<file path="config.mk">
export PLATFORM = sky130hd
export DESIGN_NAME = thermal_alert_ctl
export DESIGN_NICKNAME = d
export VERILOG_FILES = /design/src/rtl/thermal_pkg.sv /design/src/rtl/thermal_regs.sv /design/src/rtl/thermal_track.sv /design/src/rtl/thermal_alert_out.sv /design/src/rtl/thermal_alert_ctl.sv
export SDC_FILE = /design/constraint.sdc
export NUM_CORES = 1
export LEC_CHECK = 0
export BUFFER_PORTS_ARGS = -buffer_cell sky130_fd_sc_hd__buf_2
export CORE_UTILIZATION = 46
export DETAILED_ROUTE_END_ITERATION = 8
export GPL_TIMING_DRIVEN = 0
export PLACE_DENSITY = 0.68
export SLEW_MARGIN = 20
export SYNTH_ARGS = -nofsm -noshare
export SYNTH_HDL_FRONTEND = slang
export SYNTH_SLANG_ARGS = --single-unit
export TNS_END_PERCENT = 50
</file>
<file path="constraint.sdc">
create_clock -name clk -period 2.59 [get_ports clk]
set_input_delay 0.518 -clock clk [delete_from_list [all_inputs] [get_ports clk]]
set_output_delay 0.518 -clock clk [all_outputs]
set_load 0.05 [all_outputs]
</file>
<file path="src/rtl/thermal_pkg.sv">
package thermal_pkg;

    localparam int ADDR_W = 3;

    typedef enum logic [0:0] {
        TRK_COOL = 1'b0,
        TRK_HOT  = 1'b1
    } trk_state_e;

    typedef struct packed {
        logic rise;
        logic hold;
        logic fall;
    } trk_evt_t;

    localparam logic [ADDR_W-1:0] A_SMP_HI  = 3'd0;
    localparam logic [ADDR_W-1:0] A_SMP_LO  = 3'd1;
    localparam logic [ADDR_W-1:0] A_TRIP_HI = 3'd2;
    localparam logic [ADDR_W-1:0] A_TRIP_LO = 3'd3;
    localparam logic [ADDR_W-1:0] A_REL_HI  = 3'd4;
    localparam logic [ADDR_W-1:0] A_REL_LO  = 3'd5;
    localparam logic [ADDR_W-1:0] A_CTRL    = 3'd6;
    localparam logic [ADDR_W-1:0] A_STAT    = 3'd7;

    localparam int C_HALT     = 0;
    localparam int C_PIN_IRQ  = 1;
    localparam int C_PIN_HIGH = 2;
    localparam int C_ALR_IRQ  = 3;
    localparam int C_ALR_MASK = 4;

endpackage

</file>
<file path="src/rtl/thermal_regs.sv">
module thermal_regs
    import thermal_pkg::*;
#(
    parameter int                DATA_W      = 8,
    parameter logic [DATA_W-1:0] TRIP_RST_HI = 8'h50,
    parameter logic [DATA_W-1:0] REL_RST_HI  = 8'h4B,
    localparam int               TW          = DATA_W + 1
) (
    input  logic                 clk,
    input  logic                 rst_n,
    input  logic                 reg_wr,
    input  logic                 reg_rd,
    input  logic [ADDR_W-1:0]    reg_addr,
    input  logic [DATA_W-1:0]    reg_wdata,
    output logic [DATA_W-1:0]    reg_rdata,
    input  logic                 conv_take,
    input  logic [TW-1:0]        conv_temp,
    input  logic                 alert_status,
    output logic signed [TW-1:0] trip_lim,
    output logic signed [TW-1:0] rel_lim,
    output logic [DATA_W-1:0]    ctrl,
    output logic                 stat_rd
);

    logic [TW-1:0]     sample_q;
    logic [TW-1:0]     trip_q;
    logic [TW-1:0]     rel_q;
    logic [DATA_W-1:0] ctrl_q;

    always_ff @(posedge clk or negedge rst_n) begin
        if (!rst_n) begin
            sample_q <= '0;
            trip_q   <= {TRIP_RST_HI, 1'b0};
            rel_q    <= {REL_RST_HI, 1'b0};
            ctrl_q   <= '0;
        end else begin
            if (conv_take) begin
                sample_q <= conv_temp;
            end
            if (reg_wr) begin
                case (reg_addr)
                    A_TRIP_HI: trip_q[TW-1:1] <= reg_wdata;
                    A_TRIP_LO: trip_q[0]      <= reg_wdata[DATA_W-1];
                    A_REL_HI:  rel_q[TW-1:1]  <= reg_wdata;
                    A_REL_LO:  rel_q[0]       <= reg_wdata[DATA_W-1];
                    A_CTRL:    ctrl_q         <= reg_wdata;
                    default:   ;
                endcase
            end
        end
    end

    always_comb begin
        case (reg_addr)
            A_SMP_HI:  reg_rdata = sample_q[TW-1:1];
            A_SMP_LO:  reg_rdata = {sample_q[0], {(DATA_W-1){1'b0}}};
            A_TRIP_HI: reg_rdata = trip_q[TW-1:1];
            A_TRIP_LO: reg_rdata = {trip_q[0], {(DATA_W-1){1'b0}}};
            A_REL_HI:  reg_rdata = rel_q[TW-1:1];
            A_REL_LO:  reg_rdata = {rel_q[0], {(DATA_W-1){1'b0}}};
            A_CTRL:    reg_rdata = ctrl_q;
            A_STAT:    reg_rdata = {{(DATA_W-1){1'b0}}, alert_status};
            default:   reg_rdata = '0;
        endcase
    end

    assign trip_lim = $signed(trip_q);
    assign rel_lim  = $signed(rel_q);
    assign ctrl     = ctrl_q;
    assign stat_rd  = reg_rd && (reg_addr == A_STAT) && !ctrl_q[C_HALT];

    // while halted, the stored sample does not move
    a_r11_sample_frozen : assert property (@(posedge clk) disable iff (!rst_n)
        ctrl_q[C_HALT] |=> $stable(sample_q));

endmodule

</file>
<file path="src/rtl/thermal_track.sv">
module thermal_track
    import thermal_pkg::*;
#(
    parameter int TW = 9
) (
    input  logic                 clk,
    input  logic                 rst_n,
    input  logic                 conv_take,
    input  logic signed [TW-1:0] temp,
    input  logic signed [TW-1:0] trip_lim,
    input  logic signed [TW-1:0] rel_lim,
    output trk_state_e           state,
    output trk_evt_t             evt
);

    trk_state_e state_q;
    trk_state_e state_d;
    logic       above_trip;
    logic       below_rel;

    assign above_trip = temp > trip_lim;
    assign below_rel  = temp < rel_lim;

    always_ff @(posedge clk or negedge rst_n) begin
        if (!rst_n) begin
            state_q <= TRK_COOL;
        end else begin
            state_q <= state_d;
        end
    end

    always_comb begin
        state_d = state_q;
        if (conv_take) begin
            unique case (state_q)
                TRK_COOL: if (above_trip) state_d = TRK_HOT;
                TRK_HOT:  if (below_rel)  state_d = TRK_COOL;
                default:  state_d = TRK_COOL;
            endcase
        end
    end

    always_comb begin
        evt = '0;
        if (conv_take) begin
            unique case (state_q)
                TRK_COOL: evt.rise = above_trip;
                TRK_HOT: begin
                    evt.fall = below_rel;
                    evt.hold = !below_rel;
                end
                default: evt = '0;
            endcase
        end
    end

    assign state = state_q;

    // the tracking state only moves on an accepted conversion
    a_r5_move_needs_conv : assert property (@(posedge clk) disable iff (!rst_n)
        (state_q != $past(state_q)) |-> $past(conv_take));

endmodule

</file>
<file path="src/rtl/thermal_alert_out.sv">
module thermal_alert_out
    import thermal_pkg::*;
(
    input  logic       clk,
    input  logic       rst_n,
    input  trk_evt_t   evt,
    input  trk_state_e state,
    input  logic       alr_irq_mode,
    input  logic       force_cmp,
    input  logic       alr_mask,
    input  logic       pin_irq_mode,
    input  logic       pin_high,
    input  logic       stat_rd,
    output logic       alert_status,
    output logic       irq_n,
    output logic       ovt_pin
);

    logic status_q;
    logic pin_lat_q;
    logic alr_irq_eff;
    logic alr_set;
    logic pin_set;
    logic pin_act;

    assign alr_irq_eff = alr_irq_mode && !force_cmp;
    assign alr_set     = evt.rise || (alr_irq_eff ? evt.fall : evt.hold);
    assign pin_set     = pin_irq_mode && (evt.rise || evt.fall);

    always_ff @(posedge clk or negedge rst_n) begin
        if (!rst_n) begin
            status_q  <= 1'b0;
            pin_lat_q <= 1'b0;
        end else begin
            if (alr_set) begin
                status_q <= 1'b1;
            end else if (stat_rd) begin
                status_q <= 1'b0;
            end
            if (pin_set) begin
                pin_lat_q <= 1'b1;
            end else if (stat_rd) begin
                pin_lat_q <= 1'b0;
            end
        end
    end

    always_comb begin
        pin_act      = pin_irq_mode ? pin_lat_q : (state == TRK_HOT);
        ovt_pin      = pin_high ? pin_act : !pin_act;
        irq_n        = !(status_q && !alr_mask);
        alert_status = status_q;
    end

    // a status read with no event at that edge leaves status clear
    a_r4_read_clears : assert property (@(posedge clk) disable iff (!rst_n)
        (stat_rd && !evt.rise && !evt.hold && !evt.fall) |=> !status_q);

    // a rise transition always latches status
    a_r3_rise_sets : assert property (@(posedge clk) disable iff (!rst_n)
        evt.rise |=> status_q);

endmodule

</file>
<file path="src/rtl/thermal_alert_ctl.sv">
module thermal_alert_ctl
    import thermal_pkg::*;
#(
    parameter int                DATA_W      = 8,
    parameter logic [DATA_W-1:0] TRIP_RST_HI = 8'h50,
    parameter logic [DATA_W-1:0] REL_RST_HI  = 8'h4B,
    parameter logic [DATA_W-1:0] FORCE_HI    = 8'h7F,
    localparam int               TW          = DATA_W + 1
) (
    input  logic              clk,
    input  logic              rst_n,
    input  logic              conv_valid,
    input  logic [TW-1:0]     conv_temp,
    input  logic              reg_wr,
    input  logic              reg_rd,
    input  logic [ADDR_W-1:0] reg_addr,
    input  logic [DATA_W-1:0] reg_wdata,
    output logic [DATA_W-1:0] reg_rdata,
    output logic              irq_n,
    output logic              ovt_pin
);

    localparam logic signed [TW-1:0] FORCE_REL = {FORCE_HI, 1'b0};

    logic signed [TW-1:0] trip_lim;
    logic signed [TW-1:0] rel_lim;
    logic [DATA_W-1:0]    ctrl;
    logic                 stat_rd;
    logic                 conv_take;
    logic                 alert_status;
    logic                 force_cmp;
    trk_state_e           state;
    trk_evt_t             evt;

    assign conv_take = conv_valid && !ctrl[C_HALT];
    assign force_cmp = (rel_lim == FORCE_REL);

    thermal_regs #(
        .DATA_W      (DATA_W),
        .TRIP_RST_HI (TRIP_RST_HI),
        .REL_RST_HI  (REL_RST_HI)
    ) u_regs (
        .clk          (clk),
        .rst_n        (rst_n),
        .reg_wr       (reg_wr),
        .reg_rd       (reg_rd),
        .reg_addr     (reg_addr),
        .reg_wdata    (reg_wdata),
        .reg_rdata    (reg_rdata),
        .conv_take    (conv_take),
        .conv_temp    (conv_temp),
        .alert_status (alert_status),
        .trip_lim     (trip_lim),
        .rel_lim      (rel_lim),
        .ctrl         (ctrl),
        .stat_rd      (stat_rd)
    );

    thermal_track #(
        .TW (TW)
    ) u_track (
        .clk       (clk),
        .rst_n     (rst_n),
        .conv_take (conv_take),
        .temp      ($signed(conv_temp)),
        .trip_lim  (trip_lim),
        .rel_lim   (rel_lim),
        .state     (state),
        .evt       (evt)
    );

    thermal_alert_out u_out (
        .clk          (clk),
        .rst_n        (rst_n),
        .evt          (evt),
        .state        (state),
        .alr_irq_mode (ctrl[C_ALR_IRQ]),
        .force_cmp    (force_cmp),
        .alr_mask     (ctrl[C_ALR_MASK]),
        .pin_irq_mode (ctrl[C_PIN_IRQ]),
        .pin_high     (ctrl[C_PIN_HIGH]),
        .stat_rd      (stat_rd),
        .alert_status (alert_status),
        .irq_n        (irq_n),
        .ovt_pin      (ovt_pin)
    );

    // halt freezes the alert status, even against status reads
    a_r11_status_frozen : assert property (@(posedge clk) disable iff (!rst_n)
        ctrl[C_HALT] |=> $stable(alert_status));

    // in pin comparator mode, exceeding the trip limit activates the pin
    a_r8_pin_follows_trip : assert property (@(posedge clk) disable iff (!rst_n)
        (!ctrl[C_PIN_IRQ] && conv_take && !reg_wr && ($signed(conv_temp) > trip_lim))
        |=> (ovt_pin == ctrl[C_PIN_HIGH]));

endmodule

</file>
# Word level (Yosys, flattened, before mapping)
# Cells that the tools add are included.
[totals] in_bits=25 reg_bits=38 out_inout_bits=10
[classes] mux=13 n_bitwise=1 n_reduce_logical=22 eq_ne=8 n_lt_le_gt_ge=2
[ops] operator="8-bit one-hot mux with 8 select lines" n=1
[ops] operator="3-bit equality test, second input constant" n=4
[ops] operator="2-bit AND reduction" n=5
[ops] operator="9-bit equality test, second input constant" n=1
[ops] operator="9-bit > comparator" n=1
[ops] operator="9-bit < comparator" n=1
[ops] operator="1-bit 2-to-1 mux" n=9
[ops] operator="3-bit by 2-bit equality test with 1-bit output, second input constant" n=2
[ops] operator="1-bit logical AND" n=6
[ops] operator="1-bit logical NOT" n=6
[ops] operator="2-bit nonzero test" n=2
[ops] operator="3-bit by 1-bit equality test with 1-bit output, second input constant" n=1
[ops] operator="3-bit logical NOT" n=1
[ops] operator="3-bit 2-to-1 mux" n=1
[ops] operator="1-bit logical OR" n=2
[ops] operator="2-bit 2-to-1 mux" n=1
[ops] operator="1-bit one-hot mux with 2 select lines" n=1
[ops] operator="1-bit NOT" n=1

# Logic depth before layout (Yosys ltp)
# Gate-level depths: netlist (run 1).
[logic_depth] ltp_word=7 depth_mapped=7

# By module
# A second synthesis (run 1) with hierarchy kept.
[hier_totals] hier_cells=205 hier_area_um2=2438.6
[by_module_without_submodules] module="thermal_regs" instances=1 area_per_inst_um2=1742.9 cells_each=117
[by_module_without_submodules] module="thermal_track" instances=1 area_per_inst_um2=538.0 cells_each=71
[by_module_without_submodules] module="thermal_alert_out" instances=1 area_per_inst_um2=121.4 cells_each=12
[by_module_without_submodules] module="thermal_alert_ctl" instances=1 area_per_inst_um2=36.3 cells_each=5

# Worst setup path before layout (run 1)
# OpenSTA, ideal clock, no wires.
[synth_path] path_kind="input to output" from="input reg_addr[1]" to="output reg_rdata[0]" n_path_buf=2 required_ns=2.072 slack_ns=-0.098 cell_stages=4 t_arrival_ns=2.170 path_cell_list="buf_2 > buf_2 > mux2i_1 > o31ai_1"
[synth_between] elab_chain_len=2 word_cells_on_any_way=9
[synth_lines] item="start, declared" line="thermal_alert_ctl.sv:16" source="input logic [ADDR_W-1:0] reg_addr,"
[synth_lines] item="3-bit equality test, or another cell as far along" line="thermal_regs.sv:54" source="case (reg_addr)"
[synth_lines] item="8-bit one-hot mux with 8 select lines (*)" line="thermal_regs.sv:54"
[synth_lines] item="end, declared" line="thermal_alert_ctl.sv:18" source="output logic [DATA_W-1:0] reg_rdata,"
# Mark *: on every way between the ends. The rest lies on a longest branch, timed or not.

# Worst setup path in the final report (run 1)
[layout_path] from="input reg_addr[2]" to="output reg_rdata[4]"
# The elaborated chain is that of the path after synthesis.

==> results of run 1 <==
path summary, 6_finish.rpt:
path,depth (start not counted),slack [ps],start,to
setup / recovery,5,100,reg_addr[2],reg_rdata[4]
hold / removal,1,330,rst_n,u_regs.sample_q[1]
setup reg to reg,7,280,u_regs.rel_lim[2],u_out.alert_status
hold reg to reg,1,510,u_regs.ctrl[6],u_regs.ctrl[6]
max in group asynchronous,1,1720,rst_n,u_regs.ctrl[7]
min in group clk,3,460,reg_wdata[5],u_regs.trip_lim[6]
placed cells by master (no fill, tap or decap), types with 5 or more instances in the layout:
| cell type | synthesis | final |
|---|---|---|
| clkbuf_8 | 0 | 5 |
| nand2_1 | 22 | 22 |
| buf_2 | 5 | 37 |
| nand3_1 | 6 | 6 |
| o21ai_0 | 19 | 19 |
| mux2_2 | 19 | 19 |
| a21oi_1 | 5 | 5 |
| mux4_2 | 6 | 6 |
| nor2b_1 | 11 | 11 |
| dfstp_2 | 6 | 6 |
| dfrtp_1 | 32 | 32 |
| inv_1 | 18 | 18 |
| ha_1 | 17 | 17 |
cell usage after synthesis, types with 5 or more instances:
cell / count
nand3_1: 6
o21ai_0: 19
a21oi_1: 5
buf_2: 5
dfrtp_1: 32
inv_1: 18
mux4_2: 6
ha_1: 17
nand2_1: 22
mux2_2: 19
dfstp_2: 6
nor2b_1: 11
registers in the layout, summed over array words and instances, names as in the netlist:
signal,count
u_regs.trip_lim,9
u_regs.sample_q,9
u_track.state,1
u_out.pin_lat_q,1
u_regs.rel_lim,9
u_regs.ctrl,8
u_out.alert_status,1
per-stage QoR:
stage                     power, mW  area [um2]
final                          2.06        2650
after global routing           2.19        2650
after CTS                      2.08        2650
after detailed placement       1.58        2540
after global placement         1.56        2540
after floorplan                1.39        2290
critical path: stages:
cell and delay, ps:
buf_2 210, buf_2 320, mux4_2 550, nor2b_1 140, buf_2 210
power breakdown:
| group | internal (mW) | switching (mW) |
|---|---|---|
| registers | 0.755 | 0.102 |
| clock network | 0.283 | 0.208 |
| logic | 0.308 | 0.408 |
layout make-up:
cell class / count / area share, %
sequential: 38 / 36.2
buffer: 10 / 1.70
multi-input combinational: 147 / 46.2
timing repair buffer: 32 / 6.05
clock buffer: 5 / 2.60
clock inverter: 3 / 1.51
tap: 67 / 3.16
inverter: 18 / 2.55
per-layer routing:
| metal | part of all wire, % | routed length, um | track usage [%] | vias up |
|---|---|---|---|---|
| met5 | 0 | 0 | 0 | - |
| met4 | 1.9 | 104 | 8.71 | 0 |
| met1 | 47 | 2500 | 31.8 | 876 |
| met2 | 46 | 2460 | 36.6 | 56 |
| met3 | 5.5 | 293 | 4.58 | 10 |
| li1 | - | - | - | 849 |
cells by family (layout without fill, tap and decap cells):
family	count (synthesis)	count (layout)	share of synthesized area, %
AO/OA/AOI/OAI	39	39	11.9
XOR/XNOR	2	2	0.765
adder cells (fa/ha/maj)	17	17	9.29
buffers and inverters	28	68	4.86
flip-flops	38	38	41.9
multiplexers	28	28	16.6
AND/OR/NAND/NOR	61	61	14.8
==> results.py, run 1 <==
metrics = {
    "outcome": {
        "status": "finished, final reports clean",
    },
    "cells_and_area": {
        "seq_area_um2": 958,
        "syn2layout_area_growth_pct": 15.7,
        "post-route-util_pct": 55.7,
        "layout.nets": 294,
        "fillCellCount": 446,
        "drive_gt1_share_pct": 34.0,
        "diodes": 0,
        "multiInputGateArea_mm2": 0.00122,
        "final_cells": 320,
    },
    "place": {
        "dpl.hpwl_um": 3950,
        "preCtsSetupSlack_ps": -5.51,
        "portBuffers": 32,
        "place.gp.congestion": 0.824,
        "dpl.cell_count": 312,
    },
    "pwr": {
        "p_leak_nw": 1.20,
        "p_per_area_mw_per_mm2": 779,
        "vdd_ir_drop_max_uv": 293,
    },
    "hold_path": {
        "hold_class": "in -> async",
    },
    "logic_synthesis": {
        "yosysTopAreaCellShare_pct": 35.0,
        "ys_ff_latch": 38,
        "netlist_area_mm2": 0.00229,
        "synth_top_cell_by_area": "dfrtp_1",
        "seq_area_frac_synth_pct": 41.9,
        "yosysUniqueCellTypes": 43,
        "synthArstFlopShare_pct": 100,
        "synthCells": 213,
        "synth_enable_flop_cells": 0,
        "synth_area_leaders": "dfrtp_1 35%, mux2_2 9.3%, ha_1 9.3%, dfstp_2 6.9%, mux4_2 5.9%",
        "synth.avg_cell_area_um2": 10.7,
        "synth_warnings": 0,
        "syn_nets": 255,
        "synth_ff_type": "dfrtp_1",
    },
    "clock_tree": {
        "post_cts_buffers": 0,
        "cts-root-buf": "clkbuf_8",
        "clock_sinks": 38,
        "cts_tree": "built",
        "post_cts_resize_count": 0,
        "clkSlewWorstSetupHoldPaths_ps": 80,
        "ctsHoldBuffers": 0,
        "cts_buffer_depth": 2,
        "clk_latency_ps": 290,
        "h-tree-depth": 2,
        "numCtsBuffers": 5,
    },
    "critical_path": {
        "cp_max_fo": 10,
        "worstPathArrival_ps": 1970,
        "cp-start-kind": "primary input",
        "cp_data_required_time_ps": 2070,
        "worstSetupPathType": "in -> out",
        "endpoint_kind": "output port",
    },
    "global_routing": {
        "grt_overflow": 0,
        "grt_pass1_wl_um": 8790,
        "antenna_found_initial": 0,
        "grt_max_degree": 39,
        "grt_use_total_pct": 23.2,
        "first_global_vias": 1661,
    },
    "timing": {
        "rsz0062_at_grt": "false",
        "fin_ws_ps": 104,
        "fin_setup_tns_ps": 0,
        "hold_ws_ps": 328,
        "setup_viol_count_final": 0,
        "min_period_over_period_pct": 96.0,
        "hold_viol_final": 0,
        "layout_min_cycle_time_ps": 2490,
        "slew_headroom_pct": 43.2,
        "worst_clock_skew_ps": 8.50,
        "drv_slew": 0,
        "max_freq_ghz": 0.402,
        "tightestPinTransition_ps": 852,
    },
    "floorplanning": {
        "dieArea_mm2": 0.00526,
        "coreArea_mm2": 0.00475,
        "rows": 25,
        "die_w_um": 72.6,
        "die_y_um": 72.6,
        "io_pins": 35,
        "initial_core_util_pct": 48.2,
    },
    "routing": {
        "first_pass_iters": 4,
        "drc_errors": 0,
        "routed_wl_um": 5360,
        "drt_iter0_markers": 128,
        "wire_per_inst_um": 16.8,
        "vias_per_cell": 5.60,
        "via_count": 1791,
        "ant_nets": 0,
    },
    "flow_run": {
        "max_cap_violations": 0,
    },
}
Power figures use the tool's default switching activity.
==> run 2, diff against run 1 <==
--- a/config.mk
+++ b/config.mk
@@ -5,7 +5,7 @@
 export SDC_FILE = /design/constraint.sdc
 export NUM_CORES = 1
 export LEC_CHECK = 0
-export BUFFER_PORTS_ARGS = -buffer_cell sky130_fd_sc_hd__buf_2
+export BUFFER_PORTS_ARGS = -buffer_cell sky130_fd_sc_hd__buf_4
 export CORE_UTILIZATION = 46
 export DETAILED_ROUTE_END_ITERATION = 8
 export GPL_TIMING_DRIVEN = 0
==> constraint.sdc (replaced) <==
create_clock -name clk -period 2.9 [get_ports clk]
set_input_delay 0.58 -clock clk [delete_from_list [all_inputs] [get_ports clk]]
set_output_delay 0.58 -clock clk [all_outputs]
set_load 0.05 [all_outputs]
==> run 2 against run 1 <==
Via count is 0.56% lower; cell area is 1.6% higher; register-to-register slack better by 330 ps; largest power group unchanged.
==> results.py, run 2 (synthesis gave the netlist of run 1 again) <==
metrics = {
    "clock_tree": {
        "cts_buffer_depth": 2,
        "post_cts_resize_count": 0,
        "cts_tree": "built",
        "numCtsBuffers": 5,
        "clkSlewWorstSetupHoldPaths_ps": 70,
        "cts-root-buf": "clkbuf_8",
        "clk_latency_ps": 290,
        "ctsHoldBuffers": 0,
        "post_cts_buffers": 0,
        "clock_sinks": 38,
        "h-tree-depth": 2,
    },
    "routing": {
        "vias_per_cell": 5.58,
        "via_count": 1781,
        "drc_errors": 0,
        "wire_per_inst_um": 17.1,
        "drt_iter0_markers": 129,
        "routed_wl_um": 5450,
        "ant_nets": 0,
        "first_pass_iters": 4,
    },
    "floorplanning": {
        "io_pins": 35,
        "coreArea_mm2": 0.00475,
        "die_y_um": 72.6,
        "dieArea_mm2": 0.00526,
        "initial_core_util_pct": 48.2,
        "rows": 25,
        "die_w_um": 72.6,
    },
    "hold_path": {
        "hold_class": "in -> async",
    },
    "critical_path": {
        "crit_cells": 5,
        "worstSetupPathType": "in -> out",
        "crit_chain": "buf_2, buf_2, mux4_2, nor2b_1, buf_4",
        "cpMostUsedCell": "buf_2",
        "r2r-end": "u_out.alert_status",
        "r2r-start": "u_regs.rel_lim[2]",
        "endpoint_kind": "output port",
        "cp_top_family": "buffers and inverters",
        "reg2reg_depth": 7,
        "cp_max_fo": 10,
        "cp_data_required_time_ps": 2320,
        "critPathCapture": "reg_rdata[4]",
        "slowest_delay_ps": 550,
        "cp_slowest_cell": "mux4_2",
        "ff2ff_setup_slack_ps": 610,
        "startpoint": "reg_addr[2]",
        "worst-path-buf-inv": 3,
        "worstPathArrival_ps": 2030,
        "cp-start-kind": "primary input",
    },
    "pwr": {
        "p_seq_share_pct": 43.3,
        "p_sw_share_pct": 35.5,
        "intPower_mw": 1.14,
        "p_per_area_mw_per_mm2": 658,
        "vdd_ir_drop_max_uv": 280,
        "switchingPower_mw": 0.627,
        "pwr-share-comb_pct": 37.5,
        "p_leak_nw": 1.20,
        "p_clk_share_pct": 19.2,
    },
    "place": {
        "dpl.cell_count": 312,
        "place.gp.congestion": 0.827,
        "dpl.hpwl_um": 3990,
        "portBuffers": 32,
    },
    "timing": {
        "min_period_over_period_pct": 90.2,
        "hold_viol_final": 0,
        "slew_headroom_pct": 53.0,
        "layout_min_cycle_time_ps": 2610,
        "max_freq_ghz": 0.382,
        "drv_slew": 0,
        "worst_clock_skew_ps": 2.01,
        "setup_viol_count_final": 0,
        "rsz0062_at_grt": "false",
        "fin_setup_tns_ps": 0,
        "tightestPinTransition_ps": 705,
    },
    "global_routing": {
        "grt_util_met3_pct": 3.89,
        "grt_overflow": 0,
        "grt_use_total_pct": 22.8,
        "grt_busiest_layer": "met2",
        "grt_pass1_wl_um": 8680,
        "met2_usage_pct": 36.3,
        "first_global_vias": 1675,
        "antenna_found_initial": 0,
        "grt_max_degree": 39,
        "use_met1_pct": 32.2,
    },
    "cells_and_area": {
        "drive_gt1_share_pct": 32.1,
        "layout_common_cells": "32 x buf_4, 32 x dfrtp_1, 22 x nand2_1",
        "syn2layout_area_growth_pct": 17.5,
        "final_cells": 319,
        "layout.nets": 294,
        "diodes": 0,
    },
    "flow_run": {
        "max_cap_violations": 0,
    },
    "outcome": {
        "status": "finished, final reports clean",
    },
}
-- run 2: cell types whose count changed in the layout (fill, tap and decap cells not counted), moves of 2 or more --
cell,previous run,this run
clkbuf_1,3,6
buf_4,0,32
buf_2,37,5
clkinv_2,2,0
-- run 2: metrics by stage --
stage          hold slack (ps)  util (%)  setup WS (ps)  cell area (um2)  total power [mW]
5_1_grt                    292      56.6            120             2690              1.87
3_5_place_dp               493      55.0            253             2610              1.44
2_1_floorplan              284         -           87.7             2290              1.24
4_1_cts                    272      56.6            246             2690              1.78
3_3_place_gp               484      55.0            274             2610              1.43
6_report                   247      56.6            285             2690              1.77
-- run 2: area by class of cell --
cell class	count	area, um2
flip-flops and latches	38	958
clock buffers	7	76.3
repair buffers	32	240
inverters	18	67.6
multi-input cells	147	1220
fillers	459	2060
well taps	67	83.8
plain buffers	10	43.8
-- run 2: worst min-delay path by stage --
stage / end / slack (ps) / startpoint
finish: u_regs.sample_q[1] / 250 / rst_n
global route: u_regs.sample_q[1] / 290 / rst_n
CTS: u_regs.sample_q[4] / 270 / rst_n
detailed placement: u_regs.ctrl[6] / 490 / u_regs.ctrl[6]
global placement: u_regs.ctrl[6] / 480 / u_regs.ctrl[6]
floorplan: u_out.alert_status / 280 / rst_n
-- run 2: power groups by stage --
stage	combinational, mW	sequential [mW]	clock [mW]
after global routing	0.724	0.783	0.364
final	0.663	0.766	0.340
after CTS	0.667	0.767	0.345
after global placement	0.655	0.770	0
after floorplan	0.499	0.740	0
after detailed placement	0.663	0.776	0
-- run 2: worst register-to-register path: cells and delay by family, from the launching register on --
kind / cells / cell delay, ps
AO/OA/AOI/OAI: 3 / 1010
XOR/XNOR: 1 / 100
adder cells (fa/ha/maj): 1 / 290
buffers and inverters: 1 / 50
flip-flops: 1 / 550
AND/OR/NAND/NOR: 1 / 180
-- run 2: layer usage --
| metal | wire (um) | up-vias |
|---|---|---|
| met5 | 0 | - |
| met4 | 57 | 0 |
| met3 | 264 | 6 |
| met2 | 2590 | 37 |
| met1 | 2540 | 894 |
| li1 | - | 844 |
==> run 3, diff against run 2 <==
--- a/config.mk
+++ b/config.mk
@@ -5,11 +5,15 @@
 export SDC_FILE = /design/constraint.sdc
 export NUM_CORES = 1
 export LEC_CHECK = 0
+export ABC_AREA = 1
 export BUFFER_PORTS_ARGS = -buffer_cell sky130_fd_sc_hd__buf_4
-export CORE_UTILIZATION = 46
+export CELL_PAD_IN_SITES_DETAIL_PLACEMENT = 1
+export CELL_PAD_IN_SITES_GLOBAL_PLACEMENT = 1
+export CORE_UTILIZATION = 44
 export DETAILED_ROUTE_END_ITERATION = 8
 export GPL_TIMING_DRIVEN = 0
-export PLACE_DENSITY = 0.68
+export PLACE_DENSITY = 0.85
+export SKIP_CTS_REPAIR_TIMING = 1
 export SLEW_MARGIN = 20
 export SYNTH_ARGS = -nofsm -noshare
 export SYNTH_HDL_FRONTEND = slang
==> run 3 against run 2 <==
Register-to-register slack better by 410 ps; area after synthesis up 2.8%; die area up 7.3%; cell area up 5.6%; final cell count up 34%; core utilization down 1.3 points; first-iteration DRC count down 20%; non-clock buffer count down 4.
==> results.py, run 3 <==
metrics = {
    "routing": {
        "ant_nets": 0,
        "first_pass_iters": 4,
        "routed_wl_um": 6880,
        "drc_errors": 0,
        "via_count": 2238,
        "vias_per_cell": 5.23,
        "drt_iter0_markers": 103,
        "wire_per_inst_um": 16.1,
    },
    "cells_and_area": {
        "diodes": 0,
        "syn2layout_area_growth_pct": 20.6,
        "fillCellCount": 710,
        "design_area_mm2": 0.00284,
        "layout_common_cells": "124 x nand2_1, 47 x inv_1, 34 x buf_4",
        "layout_commonest_cell": "nand2_1",
        "layout.nets": 399,
        "drive_gt1_share_pct": 19.0,
    },
    "floorplanning": {
        "initial_core_util_pct": 45.8,
        "dieArea_mm2": 0.00565,
        "rows": 26,
        "die_w_um": 75.2,
        "coreArea_mm2": 0.00514,
        "io_pins": 35,
        "die_y_um": 75.2,
    },
    "global_routing": {
        "first_global_vias": 2242,
        "grt_use_total_pct": 27.0,
        "antenna_found_initial": 0,
        "grt_pass1_wl_um": 10900,
        "grt_max_degree": 39,
        "grt_overflow": 0,
    },
    "logic_synthesis": {
        "synth-adder-area-share_pct": 9.03,
        "synth_enable_flop_cells": 0,
        "syn_nets": 358,
        "yosysMostFrequentCell": "nand2_1",
        "synth_top_cells_by_count": "124 x nand2_1, 47 x inv_1, 32 x dfrtp_1",
        "yosysTopAreaCellShare_pct": 34.0,
        "seq_area_frac_synth_pct": 40.7,
        "synthArstFlopShare_pct": 100,
        "synth_top_cell_by_area": "dfrtp_1",
        "synthXorXnorAreaFrac_pct": 0.372,
        "netlist_area_mm2": 0.00235,
        "synthMuxAreaShare_pct": 0,
        "ys_ff_latch": 38,
        "synth_ff_type": "dfrtp_1",
        "synth.avg_cell_area_um2": 7.45,
        "yosys.area_share.simple_pct": 28.6,
        "synth_top_family_by_area": "simple AND/OR/NAND/NOR gates",
        "synth_compound_area_share_pct": 11.8,
        "synth_area_leaders": "dfrtp_1 34%, nand2_1 20%, ha_1 9.0%, inv_1 7.5%, dfstp_2 6.7%",
        "yosysUniqueCellTypes": 28,
        "synthCells": 316,
        "synth_warnings": 0,
    },
    "critical_path": {
        "cp-start-kind": "primary input",
        "worst-path-buf-inv": 3,
        "slowest_delay_ps": 460,
        "cp_top_family": "simple AND/OR/NAND/NOR gates",
        "worstPathArrival_ps": 1910,
        "worstSetupPathType": "in -> out",
        "ff2ff_setup_slack_ps": 1020,
        "endpoint_kind": "output port",
        "crit_chain": "buf_4, nor2_1, inv_1, nor2_1, nand2_1, o2111ai_1, buf_4",
        "cp_slowest_cell": "nor2_1",
        "cp_max_fo": 8,
        "cp_data_required_time_ps": 2320,
        "reg2reg_depth": 10,
        "crit_cells": 7,
    },
    "pwr": {
        "p_leak_nw": 1.51,
        "p_per_area_mw_per_mm2": 694,
        "total_power_mw": 1.97,
        "vdd_ir_drop_max_uv": 443,
    },
    "clock_tree": {
        "cts_tree": "built",
        "cts_buffer_depth": 2,
        "clk_latency_ps": 290,
        "h-tree-depth": 2,
        "clkSlewWorstSetupHoldPaths_ps": 80,
        "cts-root-buf": "clkbuf_8",
        "numCtsBuffers": 5,
        "clock_sinks": 38,
    },
    "timing": {
        "fin_setup_tns_ps": 0,
        "slew_headroom_pct": 61.1,
        "hold_viol_final": 0,
        "min_period_over_period_pct": 85.9,
        "drv_slew": 0,
        "hold_ws_ps": 244,
        "fin_ws_ps": 409,
        "layout_min_cycle_time_ps": 2490,
        "tightestPinTransition_ps": 582,
        "worst_clock_skew_ps": 4.35,
        "max_freq_ghz": 0.401,
        "rsz0062_at_grt": "false",
        "setup_viol_count_final": 0,
    },
    "outcome": {
        "status": "finished, final reports clean",
    },
    "place": {
        "placed_area_mm2": 0.00270,
        "preCtsSetupSlack_ps": 515,
        "dpl.hpwl_um": 5290,
        "place.gp.congestion": 0.913,
        "portBuffers": 34,
    },
    "hold_path": {
        "hold_class": "in -> async",
    },
    "flow_run": {
        "max_cap_violations": 0,
    },
}
==> run 3: cell types whose count changed in the layout (fill, tap and decap cells not counted), moves of 8 or more <==
| cell | previous run | this run |
|---|---|---|
| nand3_1 | 6 | 16 |
| o21ai_1 | 0 | 8 |
| nand2_1 | 22 | 124 |
| nor2b_1 | 11 | 0 |
| mux2_2 | 19 | 0 |
| o21ai_2 | 0 | 8 |
| inv_1 | 18 | 47 |
==> run 3: final timing paths <==
path                                          from                  to
max in group asynchronous                    rst_n   u_regs.rel_lim[4]
worst max-delay path                   reg_addr[0]        reg_rdata[4]
worst max register to register   u_regs.rel_lim[7]     u_out.pin_lat_q
worst min register to register  u_regs.trip_lim[2]  u_regs.trip_lim[2]
worst min-delay path                         rst_n  u_out.alert_status
min in group clk                u_regs.trip_lim[2]  u_regs.trip_lim[2]
==> run 3: cells by family after synthesis <==
kind of cell / Yosys count
AO/OA/AOI/OAI: 44
XOR/XNOR: 1
adder cells (fa/ha/maj): 17
buffers and inverters: 55
flip-flops: 38
AND/OR/NAND/NOR: 161
==> run 3: cell type report <==
| class | instances | area (um2) | area share, % |
|---|---|---|---|
| inverters | 51 | 193 | 6.78 |
| clock buffers | 6 | 82.6 | 2.91 |
| flip-flops and latches | 38 | 958 | 33.7 |
| repair buffers | 34 | 255 | 8.99 |
| well taps | 70 | 87.6 | 3.08 |
| plain buffers | 4 | 31.3 | 1.10 |
| clock inverters | 2 | 60.1 | 2.11 |
| multi-input cells | 223 | 1170 | 41.3 |
==> run 3: per-layer routing <==
layer	routed length, um	GRT usage (%)	up-vias
met5	0	0	-
met3	306	4.42	6
li1	-	-	1097
met2	3590	48.3	53
met4	74	8.02	0
met1	2910	33.7	1082
==> run 3: power by group <==
group | internal, mW | switching (mW)
registers | 0.655 | 0.111
clock network | 0.367 | 0.203
logic | 0.224 | 0.411
total | 1.25 | 0.725
==> run 3: metrics by stage <==
stage          util (%)  cells
2_1_floorplan         -    316
3_3_place_gp       52.5    420
3_5_place_dp       52.5    420
4_1_cts            55.3    428
5_1_grt            55.3    428
6_report           55.3    428
